[config.mk]
export PLATFORM = sky130hd
export DESIGN_NAME = rsb_unit
export DESIGN_NICKNAME = d
export VERILOG_FILES = /design/src/rtl/rsb_pkg.sv /design/src/rtl/rsb_decode.sv /design/src/rtl/rsb_shifter.sv /design/src/rtl/rsb_bitops.sv /design/src/rtl/rsb_unit.sv
export SDC_FILE = /design/constraint.sdc
export NUM_CORES = 1
export LEC_CHECK = 0
export ABC_CLOCK_PERIOD_IN_PS = 1200
export BUFFER_PORTS_ARGS = -buffer_cell sky130_fd_sc_hd__clkbuf_2
export CAP_MARGIN = 25
export CORE_MARGIN = 3
export CORE_UTILIZATION = 50
export DETAILED_ROUTE_END_ITERATION = 16
export PLACE_DENSITY = 0.75
export SLEW_MARGIN = 5
export SYNTH_ARGS = -nofsm -noshare
export SYNTH_HDL_FRONTEND = slang
export SYNTH_SLANG_ARGS = --single-unit
[constraint.sdc]
create_clock -name clk -period 1.2 [get_ports clk]
set_input_delay 0 -clock clk [delete_from_list [all_inputs] [get_ports clk]]
set_output_delay 0 -clock clk [all_outputs]
set_load 0.02 [all_outputs]
[src/rtl/rsb_pkg.sv]
package rsb_pkg;

   // Operation class held in the two top opcode bits
   typedef enum logic [1:0] {
      CLS_SHIFT = 2'b00,
      CLS_TEST  = 2'b01,
      CLS_CLR   = 2'b10,
      CLS_SET   = 2'b11
   } rsb_cls_e;

   // Shift codes inside the rotate/shift class
   typedef enum logic [2:0] {
      SH_RLC = 3'd0,
      SH_RRC = 3'd1,
      SH_RL  = 3'd2,
      SH_RR  = 3'd3,
      SH_SLA = 3'd4,
      SH_SRA = 3'd5,
      SH_BAD = 3'd6,
      SH_SRL = 3'd7
   } rsb_sh_e;

endpackage

[src/rtl/rsb_decode.sv]
module rsb_decode
   import rsb_pkg::*;
#(
   parameter int IDX_W    = 3,
   parameter int REG_W    = 3,
   parameter int OPC_W    = 2 + IDX_W + REG_W,
   parameter logic [REG_W-1:0] MEM_CODE = 3'b110
) (
   input  logic [OPC_W-1:0] opcode,
   output rsb_cls_e         cls,
   output logic [IDX_W-1:0] field,
   output logic [REG_W-1:0] reg_code,
   output logic             mem_sel,
   output logic             illegal
);
   logic hi_bits;

   assign cls      = rsb_cls_e'(opcode[OPC_W-1 -: 2]);
   assign field    = opcode[REG_W +: IDX_W];
   assign reg_code = opcode[REG_W-1:0];
   assign mem_sel  = (reg_code == MEM_CODE);

   // Shift codes above the eight defined ones exist only for wide data
   generate
      if (IDX_W > 3) begin : g_wide
         assign hi_bits = |field[IDX_W-1:3];
      end else begin : g_narrow
         assign hi_bits = 1'b0;
      end
   endgenerate

   assign illegal = (cls == CLS_SHIFT) &&
                    ((field == IDX_W'(SH_BAD)) || hi_bits);
endmodule

[src/rtl/rsb_shifter.sv]
module rsb_shifter
   import rsb_pkg::*;
#(
   parameter int DATA_W = 8,
   parameter int IDX_W  = $clog2(DATA_W)
) (
   input  logic [DATA_W-1:0] opnd,
   input  logic [IDX_W-1:0]  code,
   input  logic              cin,
   output logic [DATA_W-1:0] res,
   output logic              cout
);
   localparam int MSB = DATA_W - 1;

   always_comb begin
      res  = opnd;
      cout = cin;
      case (code)
         IDX_W'(SH_RLC): begin res = {opnd[MSB-1:0], opnd[MSB]}; cout = opnd[MSB]; end
         IDX_W'(SH_RRC): begin res = {opnd[0], opnd[MSB:1]};     cout = opnd[0];   end
         IDX_W'(SH_RL):  begin res = {opnd[MSB-1:0], cin};       cout = opnd[MSB]; end
         IDX_W'(SH_RR):  begin res = {cin, opnd[MSB:1]};         cout = opnd[0];   end
         IDX_W'(SH_SLA): begin res = {opnd[MSB-1:0], 1'b0};      cout = opnd[MSB]; end
         IDX_W'(SH_SRA): begin res = {opnd[MSB], opnd[MSB:1]};   cout = opnd[0];   end
         IDX_W'(SH_SRL): begin res = {1'b0, opnd[MSB:1]};        cout = opnd[0];   end
         default:        begin res = opnd;                       cout = cin;       end
      endcase
   end
endmodule

[src/rtl/rsb_bitops.sv]
module rsb_bitops #(
   parameter int DATA_W = 8,
   parameter int IDX_W  = $clog2(DATA_W)
) (
   input  logic [DATA_W-1:0] opnd,
   input  logic [IDX_W-1:0]  idx,
   output logic              bit_val,
   output logic [DATA_W-1:0] cleared,
   output logic [DATA_W-1:0] setted
);
   logic [DATA_W-1:0] mask;

   generate
      for (genvar i = 0; i < DATA_W; i++) begin : g_mask
         assign mask[i] = (idx == IDX_W'(i));
      end
   endgenerate

   assign bit_val = |(opnd & mask);
   assign cleared = opnd & ~mask;
   assign setted  = opnd | mask;
endmodule

[src/rtl/rsb_unit.sv]
module rsb_unit
   import rsb_pkg::*;
#(
   parameter int DATA_W  = 8,
   parameter int REG_W   = 3,
   parameter bit REG_OUT = 1'b1,
   parameter logic [REG_W-1:0] MEM_CODE = 3'b110
) (
   input  logic              clk,
   input  logic              rst_n,
   input  logic              in_valid,
   input  logic [DATA_W-1:0] operand,
   input  logic [2+$clog2(DATA_W)+REG_W-1:0] opcode,
   input  logic              carry_in,
   output logic              out_valid,
   output logic [DATA_W-1:0] result,
   output logic              wr_en,
   output logic              flag_we,
   output logic              flag_s,
   output logic              flag_z,
   output logic              flag_h,
   output logic              flag_pv,
   output logic              flag_n,
   output logic              carry_out,
   output logic [REG_W-1:0]  reg_code,
   output logic              mem_sel,
   output logic              illegal
);
   localparam int IDX_W = $clog2(DATA_W);
   localparam int OPC_W = 2 + IDX_W + REG_W;

   generate
      if ((1 << IDX_W) != DATA_W) begin : g_chk_w
         $error("rsb_unit: DATA_W must be a power of two");
      end
      if (REG_W < 1) begin : g_chk_r
         $error("rsb_unit: REG_W must be at least one");
      end
   endgenerate

   typedef struct packed {
      logic              vld;
      logic              wr;
      logic              fwe;
      logic              ill;
      logic              mem;
      logic [REG_W-1:0]  rc;
      logic [DATA_W-1:0] res;
      logic              co;
      logic              s;
      logic              z;
      logic              h;
      logic              pv;
      logic              n;
   } rsb_out_t;

   rsb_cls_e          cls;
   logic [IDX_W-1:0]  field;
   logic [REG_W-1:0]  rc;
   logic              mem, ill;
   logic [DATA_W-1:0] sh_res, clr_res, set_res;
   logic              sh_c, tbit;
   rsb_out_t          nx, q;

   rsb_decode #(.IDX_W(IDX_W), .REG_W(REG_W), .OPC_W(OPC_W), .MEM_CODE(MEM_CODE)) u_dec (
      .opcode(opcode), .cls(cls), .field(field), .reg_code(rc),
      .mem_sel(mem), .illegal(ill)
   );

   rsb_shifter #(.DATA_W(DATA_W), .IDX_W(IDX_W)) u_sh (
      .opnd(operand), .code(field), .cin(carry_in), .res(sh_res), .cout(sh_c)
   );

   rsb_bitops #(.DATA_W(DATA_W), .IDX_W(IDX_W)) u_bit (
      .opnd(operand), .idx(field), .bit_val(tbit),
      .cleared(clr_res), .setted(set_res)
   );

   always_comb begin
      nx     = '0;
      nx.vld = in_valid;
      nx.rc  = rc;
      nx.mem = mem;
      nx.res = operand;
      nx.co  = carry_in;
      unique case (cls)
         CLS_SHIFT: begin
            if (ill) begin
               nx.ill = 1'b1;
            end else begin
               nx.res = sh_res;
               nx.co  = sh_c;
               nx.wr  = in_valid;
               nx.fwe = in_valid;
               nx.s   = sh_res[DATA_W-1];
               nx.z   = (sh_res == '0);
               nx.pv  = ~^sh_res;
            end
         end
         CLS_TEST: begin
            nx.fwe = in_valid;
            nx.z   = ~tbit;
            nx.pv  = ~tbit;
            nx.h   = 1'b1;
            nx.s   = tbit && (field == IDX_W'(DATA_W - 1));
         end
         CLS_CLR: begin
            nx.res = clr_res;
            nx.wr  = in_valid;
         end
         CLS_SET: begin
            nx.res = set_res;
            nx.wr  = in_valid;
         end
         default: ;
      endcase
   end

   generate
      if (REG_OUT) begin : g_reg
         always_ff @(posedge clk or negedge rst_n) begin
            if (!rst_n) begin
               q <= '0;
            end else if (in_valid) begin
               q <= nx;
            end else begin
               q.vld <= 1'b0;
               q.wr  <= 1'b0;
               q.fwe <= 1'b0;
            end
         end

         // a request shows up on the outputs exactly one clock later
         p_one_cycle_r10: assert property (@(posedge clk) disable iff (!rst_n)
            in_valid |=> out_valid);
         p_idle_follows_r10: assert property (@(posedge clk) disable iff (!rst_n)
            !in_valid |=> !out_valid);
      end else begin : g_comb
         assign q = nx;
      end
   endgenerate

   assign out_valid = q.vld;
   assign result    = q.res;
   assign wr_en     = q.wr;
   assign flag_we   = q.fwe;
   assign flag_s    = q.s;
   assign flag_z    = q.z;
   assign flag_h    = q.h;
   assign flag_pv   = q.pv;
   assign flag_n    = q.n;
   assign carry_out = q.co;
   assign reg_code  = q.rc;
   assign mem_sel   = q.mem;
   assign illegal   = q.ill;

   // no write of any kind without a valid output
   p_write_needs_valid_r11: assert property (@(posedge clk) disable iff (!rst_n)
      (wr_en || flag_we) |-> out_valid);
   // an undefined shift code never writes
   p_illegal_no_write_r6: assert property (@(posedge clk) disable iff (!rst_n)
      (out_valid && illegal) |-> (!wr_en && !flag_we));
   // half-carry set only by a bit test, which never writes the result
   p_test_no_write_r7: assert property (@(posedge clk) disable iff (!rst_n)
      (out_valid && flag_h) |-> (flag_we && !wr_en));
   // a legal operation that leaves the flags alone is a clear or set and writes
   p_clrset_writes_r8: assert property (@(posedge clk) disable iff (!rst_n)
      (out_valid && !illegal && !flag_we) |-> wr_en);
endmodule

======== Yosys cells after proc, flatten, opt, wreduce, memory -nomap -nowiden ========
Index checks and enable logic that the tools add are counted.
cells by class
  muxes and demuxes ....................... 15
  bitwise operators ....................... 5
  reduce and logical (&&, ||, !) cells .... 10
  equality and inequality tests ........... 11
operator list
  kind                number
  $pmux 8 s7          1
  $pmux 8 s3          1
  $and 8x8->8         2
  $eq 3x3->1 const B  5
  $mux 11             1
  $logic_not 8->1     1
  $not 8->8           1
  $or 8x8->8          1
  $pmux 1 s2          4
  $reduce_or 8->1     1
  $reduce_xnor 8->1   1
  $eq 3x2->1 const B  2
  $mux 1              5
  $eq 2x2->1 const B  2
  $pmux 2 s2          1
  $reduce_or 4->1     1
  $eq 3x1->1 const B  1
  $logic_not 3->1     1
  $mux 3              1
  $reduce_or 3->1     1
  $eq 2x1->1 const B  1
  $logic_and 1x1->1   2
  $logic_not 2->1     1
  $mux 2              1
  other kinds (2)     2
word-level totals
  bits of input ports ..................... 20
  register bits after elaboration ......... 21
  output and inout bits ................... 22

======== Depth between registers and ports, before layout ========
Gate-level depths: netlist of the first run.
  depth in word-level cells ............... 5
  mapped depth ............................ 11
  gate-level depth less buffers ........... 9

======== Cells and area by module ========
From an unflattened synthesis of the first run, not the netlist that was laid out.
second synthesis, totals
  cells, all modules ...................... 195
  area, all modules ....................... 1,825.5 µm²
by module, submodules not included
  module       area each (µm²)  seq. area each (µm²)  cells each  instances
  rsb_unit     1,257.5          525.5                 116         1
  rsb_bitops   244.0            0.0                   31          1
  rsb_shifter  242.7            0.0                   36          1
  rsb_decode   81.3             0.0                   12          1

======== Worst setup path before layout of the first run ========
No wires, ideal clock.
  kind .................................... input to register
  start ................................... input port opcode[3]
  end ..................................... register q, in the netlist flag_pv
  slack ................................... -0.506 ns
  data arrival time ....................... 1.621 ns
  buffers on the path ..................... 3
  cell stages on the path ................. 10
  required time ........................... 1.114 ns
  cell sequence ........................... buf_6 > buf_8 > clkbuf_1 > a21o_2 > o21ai_0 > ha_1 > xor2_1 > xnor2_1 > nand3b_1 > a32oi_1
on the way
  word-level cells in the longest chain between the ends .. 5
  elaborated cells on any way between the ends .. 16
  those cells by class .................... eq/ne: 7; mux: 3; bitwise: 2; reduce/logical: 4
RTL lines
  what                                                  line                                 text
  from (decl)                                           rsb_unit.sv:13                       input logic [2+$clog2(DATA_W)+REG_W-1:0] opcode,
  $eq 3x3->1 (tied with other cells)                    rsb_shifter.sv:18, rsb_bitops.sv:15
  $pmux 8 s7 or $and 8x8->8 (tied branches)             rsb_shifter.sv:18, rsb_bitops.sv:19
  $reduce_xnor 8->1 or $reduce_or 8->1 (tied branches)  rsb_unit.sv:97, rsb_bitops.sv:19
  $mux 1 or $not 1->1 (tied branches)                   rsb_unit.sv:88, rsb_unit.sv:103
  $pmux 1 s2 *                                          rsb_unit.sv:86                       unique case (cls)
  to (signal assigned)                                  rsb_unit.sv:125                      q <= nx;
  to (decl)                                             rsb_unit.sv:63                       rsb_out_t nx, q;
Every way passes the cells marked *; elsewhere a longest branch is shown, timed or not.
A chain may end at the register's enable or synchronous reset.

======== Worst setup path after layout of the first run ========
  start ................................... input port opcode[5]
  end ..................................... register q, in the netlist flag_z
on the way
  word-level cells in the longest chain between the ends .. 5
  elaborated cells on any way between the ends .. 16
  those cells by class .................... eq/ne: 7; mux: 3; bitwise: 2; reduce/logical: 4
RTL lines
  what                                                line
  $eq 3x3->1 (tied with other cells)                  rsb_shifter.sv:18, rsb_bitops.sv:15
  $pmux 8 s7 or $and 8x8->8 (tied branches)           rsb_shifter.sv:18, rsb_bitops.sv:19
  $logic_not 8->1 or $reduce_or 8->1 (tied branches)  rsb_unit.sv:96, rsb_bitops.sv:19
  $mux 11 or $not 1->1 (tied branches)                rsb_unit.sv:88, rsb_unit.sv:102
  $pmux 2 s2 *                                        rsb_unit.sv:86
Marks and branches as above.

==> impl_results.md, run 1 <==
* Status: finished, violations left
* Failing checks: negative setup slack
* Worst setup EP type: flop
* Syn. warnings at 0
* Area of the multi-input gates at between 0.001 and 0.0015 mm2
* DP Area at about 0.0022 mm2
* Distinct cell type count after synthesis at 53
* Fill cell count at approximately 270
* Core area at roughly 0.0032 mm2
* WP data required at 1.43 ns
* Cell Area, Synth at 0.00176 mm2
* Post-synth EDFFs at 0
* Compound-Gate Fraction of Synth Area at between 20% and 30%
* Worst setup path category: input pin to flop
* Mux cell area share after synthesis at 7.53%
* Die width at 65.4 um
* Die Ht at around 65 um
* Number of DRC markers in iteration 0 at between 60 and 70
* Clock sink count at 21
* Syn Area/Cell at ~9.3 um2
* Final hold violation count at 0
* Slew Limit Fails at 0
* Diode count at 0
* Synthesized-area fraction occupied by adder cells at approximately 2.8%
* Area Overhead vs Synth at 32.4%
* Die footprint at between 0.004 and 0.005 mm2
* Total global-route track usage at between 20% and 30%
* WP data arrival at 1.55 ns
* Residual DRC at 0
* Vias in the first global route at around 1700
* LEAKAGE at 1.17 nW
* FP Rows at 20
* Initial Util at between 50% and 60%
* F_max at ~0.76 GHz
* Placer Congestion at between 0.9 and 1
* CP max FO at 6
* Fin Hold WS at approximately 0.085 ns
* Largest net degree at the start of global routing at 23
* Clock tree buffer depth at 2
* Net count reported at finish at a little under 300
* Hold crit path type: input pin to flop
* Register area share after synthesis at between 20 and 30%
* Synth async-reset ratio at 100%
* Crit share post-route at 110%
* First-pass GRT wire length at 7.78 mm
* TritonCTS clock tree: yes
* Final HPWL DP at around 3.6 mm
* Via Count at 1764
* Syn Inst Count at 190
* Clock-pin slew on the worst setup and hold paths at between 0.1 and 0.15 ns
* Seq cells post-synth at 21
* Worst Slack Setup Final at -0.124 ns
* Main combinational cell family by area after synthesis: compound AO/OA/AOI/OAI gates
* Peak VDD IR at 0.649 mV
* Worst Skew at 0 ns
* Num CTS Buffers at 3
* Detailed-route wire length per cell at ~15 um
* GRT Residual Overflow at 0
* Pwr Density at around 840 mW/mm2
* CTS root buffer: clkbuf_4
* Ports at 42
* Total Neg Setup Slack at -0.242 ns
* Antenna-violating nets left at 0
* Layout cells sized above 1 at about two fifths
* Sequential Area at roughly 530 um2
* Routed vias/inst at around 5.7
* DRT Pass-1 Iters at 4
* Initial antenna violation count at 0
* Fin area at 0.00233 mm2
* Simple-gate portion of the synthesized area at between 15 and 20%
* Syn nets at ~210
* Post-synthesis xor/xnor area fraction at under 10%
* Setup violators final at 3
* RSZ-0062 raised after global routing: true
* Clk_lat worst skew at ~0.30 ns
* Max cap viols at 0
* Total Routed Length at 4.72 mm
* CTS H-tree depth at 1
* Port-buffer cells at 40
* # Post-CTS Setup Buffers at 0
* Most used DFF post-synth: dfrtp_1
* Period minus WS final at roughly 1.3 ns
* Startpoint types: input pin
-- worst paths after layout --
kind                                   from     endpoint  slack, ns  cells past startpoint
worst max-delay path              opcode[5]       flag_z      -0.12                      8
worst min-delay path               in_valid    out_valid       0.08                      1
worst max register to register  reg_code[0]  reg_code[0]       0.44                      1
worst min register to register  reg_code[2]  reg_code[2]       0.52                      1
max in group asynchronous             rst_n      flag_pv       0.69                      2
min in group asynchronous             rst_n      mem_sel       0.17                      2
-- critical path: stages --
cell	delay, ns
clkbuf_16	0.13
and3_2	0.21
a211o_1	0.28
o21ai_1	0.08
ha_1	0.16
nand4_1	0.09
or4_1	0.40
a32oi_1	0.19
-- area by class of cell --
type | count | share of cell area [%]
clock buffer | 4 | 1.13
inverter | 11 | 1.77
multi-input combinational | 138 | 43.6
sequential | 21 | 22.5
tap | 44 | 2.36
timing repair buffer | 93 | 28.6
-- stage by stage --
step,cells,total power [W],worst slack [ns],utilization [%]
3_3_place_gp,302,0.00158,-0.535,69.1
2_1_floorplan,190,0.00131,-0.377,-
3_5_place_dp,302,0.00159,-0.587,69.1
6_report,311,0.00195,-0.124,72.8
5_1_grt,311,0.00207,-0.250,72.8
4_1_cts,311,0.00196,-0.123,72.8
-- what timing repair did --
item,CTS,global route
setup endpoints to repair,2,3
cloned,1,0
endpoints found under the hold margin,25,0
pin swaps,3,1
gates resized for setup,7,1
hold buffers,4,0
-- synth_stat cells, drive strengths merged, types with 7 or more instances --
| master | number | area share (%) |
|---|---|---|
| o21ai | 15 | 4.3 |
| dfrtp | 21 | 30 |
| a2111o | 7 | 4.5 |
| nor2 | 15 | 3.2 |
| inv | 10 | 2.1 |
| a21oi | 9 | 2.6 |
| mux2 | 7 | 4.7 |
| clkbuf | 11 | 5.2 |
| buf | 9 | 5.4 |
-- report_power, final --
group / internal (W) / switching, W / total [W]
Combinational: 0.000377 / 0.000427 / 0.000804
Clock: 0.000130 / 0.000208 / 0.000337
Sequential: 0.000774 / 0.0000323 / 0.000806
-- kinds of logic (layout without fill, tap and decap cells) --
kind of cell,after synthesis,after routing
DFF,21,21
adders and majority gates,4,4
other,1,1
muxes,12,12
and+or+nand+nor,49,49
xor gates and xnor gates,3,3
AOI/OAI and AO/OA,69,69
buffers and inverters,31,108
-- layout by cell type (no fill, tap or decap), types with 3 or more instances in the layout --
cell type      netlist  routed
a211o_1              6       6
a21o_1               3       3
clkbuf_2             0      38
mux2_2               6       6
a31oi_1              3       3
nand2_1              5       5
ha_1                 4       4
dfrtp_1             21      21
nand2b_1             3       3
buf_4                2      47
mux2i_1              5       5
o21ai_1              2       5
o31ai_1              3       3
o21ai_0             13      10
a21oi_1              9       9
nand3_1              6       6
nor2_1              15      15
clkbuf_4             0       3
o21a_1               4       4
and3_1               5       5
inv_1               10      10
a2111o_1             7       7
o22ai_1              6       5
dlygate4sd3_1        0       4
-- layer usage --
layer,part of all wire (%),up-vias,global-route usage (%)
met4,2.1,0,9.84
met3,3.9,10,3.93
met5,0,-,0
li1,-,858,-
met1,44,851,28.9
met2,50,45,40.1
-- registers in the layout, indices dropped and copies added, names as in the netlist --
signal,flops
reg_code,3
out_valid,1
mem_sel,1
flag_h,1
flag_s,1
illegal,1
carry_out,1
flag_we,1
result,8
flag_pv,1
wr_en,1
flag_z,1
Power figures use the tool's default switching activity.
==> inputs of run 2 (changes only) <==
- CORE_MARGIN: 3 -> unset
==> impl_results.md, run 2 (synthesis results as in run 1) <==
* Most frequent cells in the layout: 51 x buf_4, 38 x clkbuf_2, 21 x dfrtp_1
* Placer Congestion at ~0.89
* Hold crit path type: input pin to flop
* Die width at around 60 um
* Diode count at 0
* Clk_lat worst skew at roughly 0.30 ns
* Max cap viols at 0
* Total global-route track usage at 28.8%
* Worst Max-Slew Pin Slew at between 0.5 and 0.6 ns
* Die Ht at just over 60 um
* Fin Hold WS at 0.0686 ns
* Initial antenna violation count at 0
* Largest register FFs at 8
* Net count reported at finish at approximately 300
* Residual DRC at 0
* Status: finished, violations left
* Clock tree buffer depth at 2
* Failing checks: negative setup slack
* FP Rows at 21
* Number of DRC markers in iteration 0 at between 100 and 150
* Slew Limit Fails at 0
* First-pass GRT wire length at 7.87 mm
* Levels on crit path at 9
* Vias in the first global route at 1618
* Clock sink count at 21
* Final HPWL DP at about 3.5 mm
* DRT Pass-1 Iters at 4
* Area Overhead vs Synth at 42.4%
* WP data arrival at between 1.5 and 2 ns
* Crit share post-route at 119%
* Initial Util at a little over half
* Commonest non-fill, non-tap cell in the layout: buf_4
* Largest net degree at the start of global routing at 22
* Period minus WS final at around 1.4 ns
* Critical-path cell list: clkbuf_16 > buf_8 > nand2_8 > a21o_2 > o21ai_4 > ha_4 > nand4_1 > or4_1 > a32oi_1
* Die footprint at around 0.0038 mm2
* Worst slew margin at 65.4%
* Antenna-violating nets left at 0
* WP data required at between 1 and 1.5 ns
* F_max at 0.703 GHz
* Final hold violation count at 0
* Layout cells sized above 1 at 47.8%
* Worst Skew at 0 ns
* LEAKAGE at 1.19 nW
* CTS root buffer: clkbuf_4
* TritonCTS clock tree: yes
* Peak VDD IR at ~0.60 mV
* Detailed-route wire length per cell at approximately 16 um
* Hold depth at 1
* Clock-pin slew on the worst setup and hold paths at roughly 0.1 ns
* Fill cell count at 268
* Startpoint types: input pin
* WP buf/inv at 2
* Worst path top cell family by delay: compound AO/OA/AOI/OAI gates
* Pwr Density at 821 mW/mm2
* Total Routed Length at about 5 mm
* Worst setup path category: input pin to flop
* Via Count at roughly 1800
* Num CTS Buffers at 3
* Setup violators final at 2
* Pre-CTS WS at -0.692 ns
* CP max stage delay at between 0.4 and 0.5 ns
* Total Neg Setup Slack at -0.412 ns
* Ports at 42
* RSZ-0062 raised after global routing: true
* Worst Slack Setup Final at -0.223 ns
* Port-buffer cells at 40
* CTS H-tree depth at 1
* Reg2Reg Depth at 1
* CP max FO at 9
* Core area at roughly 0.0034 mm2
* Worst setup EP type: flop
* Core Util, Final at between 70% and 80%
* GRT Residual Overflow at 0
* Slowest CP cell: or4_1
* Routed vias/inst at around 5.7
## run 2: per-stage QoR
stage,instance area [um2],total power (W),cells
3_5_place_dp,2190,0.00158,302
5_1_grt,2510,0.00218,320
6_report,2510,0.00206,320
3_3_place_gp,2190,0.00157,302
2_1_floorplan,1780,0.00131,190
4_1_cts,2380,0.00199,315
## run 2: final timing paths
check	start	end	slack, ns
setup / recovery	opcode[5]	flag_z	-0.22
hold / removal	in_valid	out_valid	0.07
setup reg to reg	reg_code[2]	reg_code[2]	0.43
hold reg to reg	carry_out	carry_out	0.52
max in group asynchronous	rst_n	reg_code[0]	0.66
min in group asynchronous	rst_n	mem_sel	0.18
## run 2: power breakdown
part / internal [W] / total [W] / switching, W / leakage (nW)
registers: 0.000774 / 0.000810 / 0.0000359 / 0.257
clock network: 0.000130 / 0.000339 / 0.000209 / 0.0150
logic: 0.000432 / 0.000911 / 0.000479 / 0.921
total: 0.00134 / 0.00206 / 0.000724 / 1.19
## run 2: final cells by class
type                            instances  area (um2)  area share (%)
Clock buffer                            4        26.3            1.05
Inverter                               11        45.0            1.80
Multi-Input combinational cell        138        1140            45.5
Sequential cell                        21         526            20.9
Tap cell                               46        57.6            2.29
Timing Repair Buffer                  100         712            28.4
## run 2: metal layers
layer	vias to the layer above	share of wire, %	routed length, um	track usage, %
met5	-	0	0	0
met4	0	2.3	119	6.35
met3	14	5.4	278	4.83
met2	73	51	2600	49.5
met1	868	41	2120	38.0
li1	874	-	-	-
## run 2: repair_timing
item                       in CTS  in global routing
hold buffers                    4                  0
buffers inserted                5                  6
gates resized for setup        20                 18
setup endpoints to repair       2                  3
pin swaps                      10                 12
hold endpoints to repair       25                  0
==> inputs of run 3 (changes only) <==
- SKIP_CTS_REPAIR_TIMING: unset -> 1
- SLEW_MARGIN: 5 -> 20
==> impl_results.md, run 3 (synthesis results as in run 1) <==
* Fin Hold WS at approximately 0.075 ns
* Detailed-route wire length per cell at approximately 16 um
* Die footprint at roughly 0.0038 mm2
* Slowest CP cell: ha_2
* Vias in the first global route at ~1500
* Num CTS Buffers at 3
* Largest net degree at the start of global routing at 22
* Fin area at about 0.0025 mm2
* CP max stage delay at between 0.3 and 0.4 ns
* Slew Limit Fails at 0
* Final Total Pwr at about 0.0021 W
* FP Rows at 21
* Period minus WS final at approximately 1.4 ns
* Critical-path cell list: buf_12 > or2b_4 > o22ai_4 > o21ai_2 > o31ai_2 > ha_2 > xor2_2 > xnor2_1 > nand3b_1 > a32oi_1
* Peak VDD IR at 0.600 mV
* Die Ht at a little over 60 um
* Via Count at 1826
* WP data arrival at around 1.7 ns
* Pre-CTS WS at -0.692 ns
* Clk_lat worst skew at ~0.30 ns
* Placer Congestion at around 0.89
* Sequential Area at between 500 and 600 um2
* Most frequent cells in the layout: 48 x buf_4, 38 x clkbuf_2, 21 x dfrtp_1
* Die width at 61.4 um
* Fill cell count at ~280
* Max cap viols at 0
* Residual DRC at 0
* Number of DRC markers in iteration 0 at approximately 140
* RSZ-0062 raised after global routing: true
* Clock tree buffer depth at 2
* DRT Pass-1 Iters at 4
* Worst Max-Slew Pin Slew at 0.507 ns
* Failing checks: negative setup slack
* Routed vias/inst at roughly 5.7
* Worst slew margin at around 66%
* Initial antenna violation count at 0
* Area Overhead vs Synth at 41.3%
* Core Util, Final at about three quarters
* Area of the multi-input gates at 0.00113 mm2
* Final hold violation count at 0
* F_max at around 0.70 GHz
* LEAKAGE at roughly 1.2 nW
* Final HPWL DP at 3.50 mm
* Largest register FFs at 8
* Initial Util at between 50% and 60%
* First-pass GRT wire length at 7.17 mm
* Pwr Density at slightly above 800 mW/mm2
* Ports at 42
* Core area at ~0.0034 mm2
* Worst setup EP type: flop
* Clock-pin slew on the worst setup and hold paths at about 0.11 ns
* Hold crit path type: input pin to flop
* Diode count at 0
* Clock sink count at 21
* Layout cells sized above 1 at roughly 48%
* Net count reported at finish at approximately 300
* Status: finished, violations left
* DP Area at ~0.0022 mm2
* Worst Skew at 0 ns
* GRT Residual Overflow at 0
* Commonest non-fill, non-tap cell in the layout: buf_4
* CP max FO at 6
* Antenna-violating nets left at 0
* Crit share post-route at 119%
* Total global-route track usage at between 20% and 30%
* Port-buffer cells at 40
* Total Routed Length at around 5.2 mm
* Worst Slack Setup Final at -0.228 ns
* Setup violators final at 2
* CTS root buffer: clkbuf_4
* WP data required at 1.43 ns
* Worst setup path category: input pin to flop
* TritonCTS clock tree: yes
* Startpoint types: input pin
* CTS H-tree depth at 1
## run 3: changes by cell type in the layout (fill, tap and decap cells not counted), sizes merged
cell | before | now
buf | 56 | 54
clkbuf | 44 | 43
nand2 | 6 | 7
## run 3: stage by stage
stage,cells,TNS (ns)
6_report,318,-0.429
5_1_grt,318,-0.531
3_5_place_dp,302,-2.54
4_1_cts,306,-0.668
2_1_floorplan,190,-0.745
3_3_place_gp,302,-2.13
## run 3: where the power goes
| group | internal (W) | leakage, nW | switching [W] |
|---|---|---|---|
| sequential | 0.000774 | 0.257 | 0.0000340 |
| clock | 0.000130 | 0.0150 | 0.000207 |
| combinational | 0.000428 | 0.911 | 0.000484 |
## run 3: routing by layer
layer	up-vias	global-route usage, %	part of all wire, %
met5	-	0	0
met4	0	6.98	1.9
met3	8	5.25	4.2
met2	55	43.3	51
met1	887	34.5	43
li1	876	-	-
## run 3: worst paths after layout
path / from / to / slack, ns / depth (start not counted)
min in group asynchronous: rst_n / mem_sel / 0.18 / 2
worst min register to register: carry_out / carry_out / 0.52 / 1
worst min-delay path: in_valid / out_valid / 0.07 / 1
worst max-delay path: opcode[5] / flag_pv / -0.23 / 10
worst max register to register: reg_code[0] / reg_code[0] / 0.43 / 1
max in group asynchronous: rst_n / reg_code[0] / 0.67 / 2
## run 3: cell type report
type	count	area share [%]
flip-flops and latches	21	21.1
well taps	46	2.31
multi-input cells	139	45.6
repair buffers	97	28.1
clock buffers	4	1.06
inverters	11	1.81
## run 3: worst max-delay path: cells and delay by family
| kind | cells | cell delay, ns |
|---|---|---|
| compound gates | 4 | 0.53 |
| xor+xnor | 2 | 0.32 |
| fa+ha+maj | 1 | 0.33 |
| buf+inv | 1 | 0.11 |
| simple gates | 2 | 0.35 |
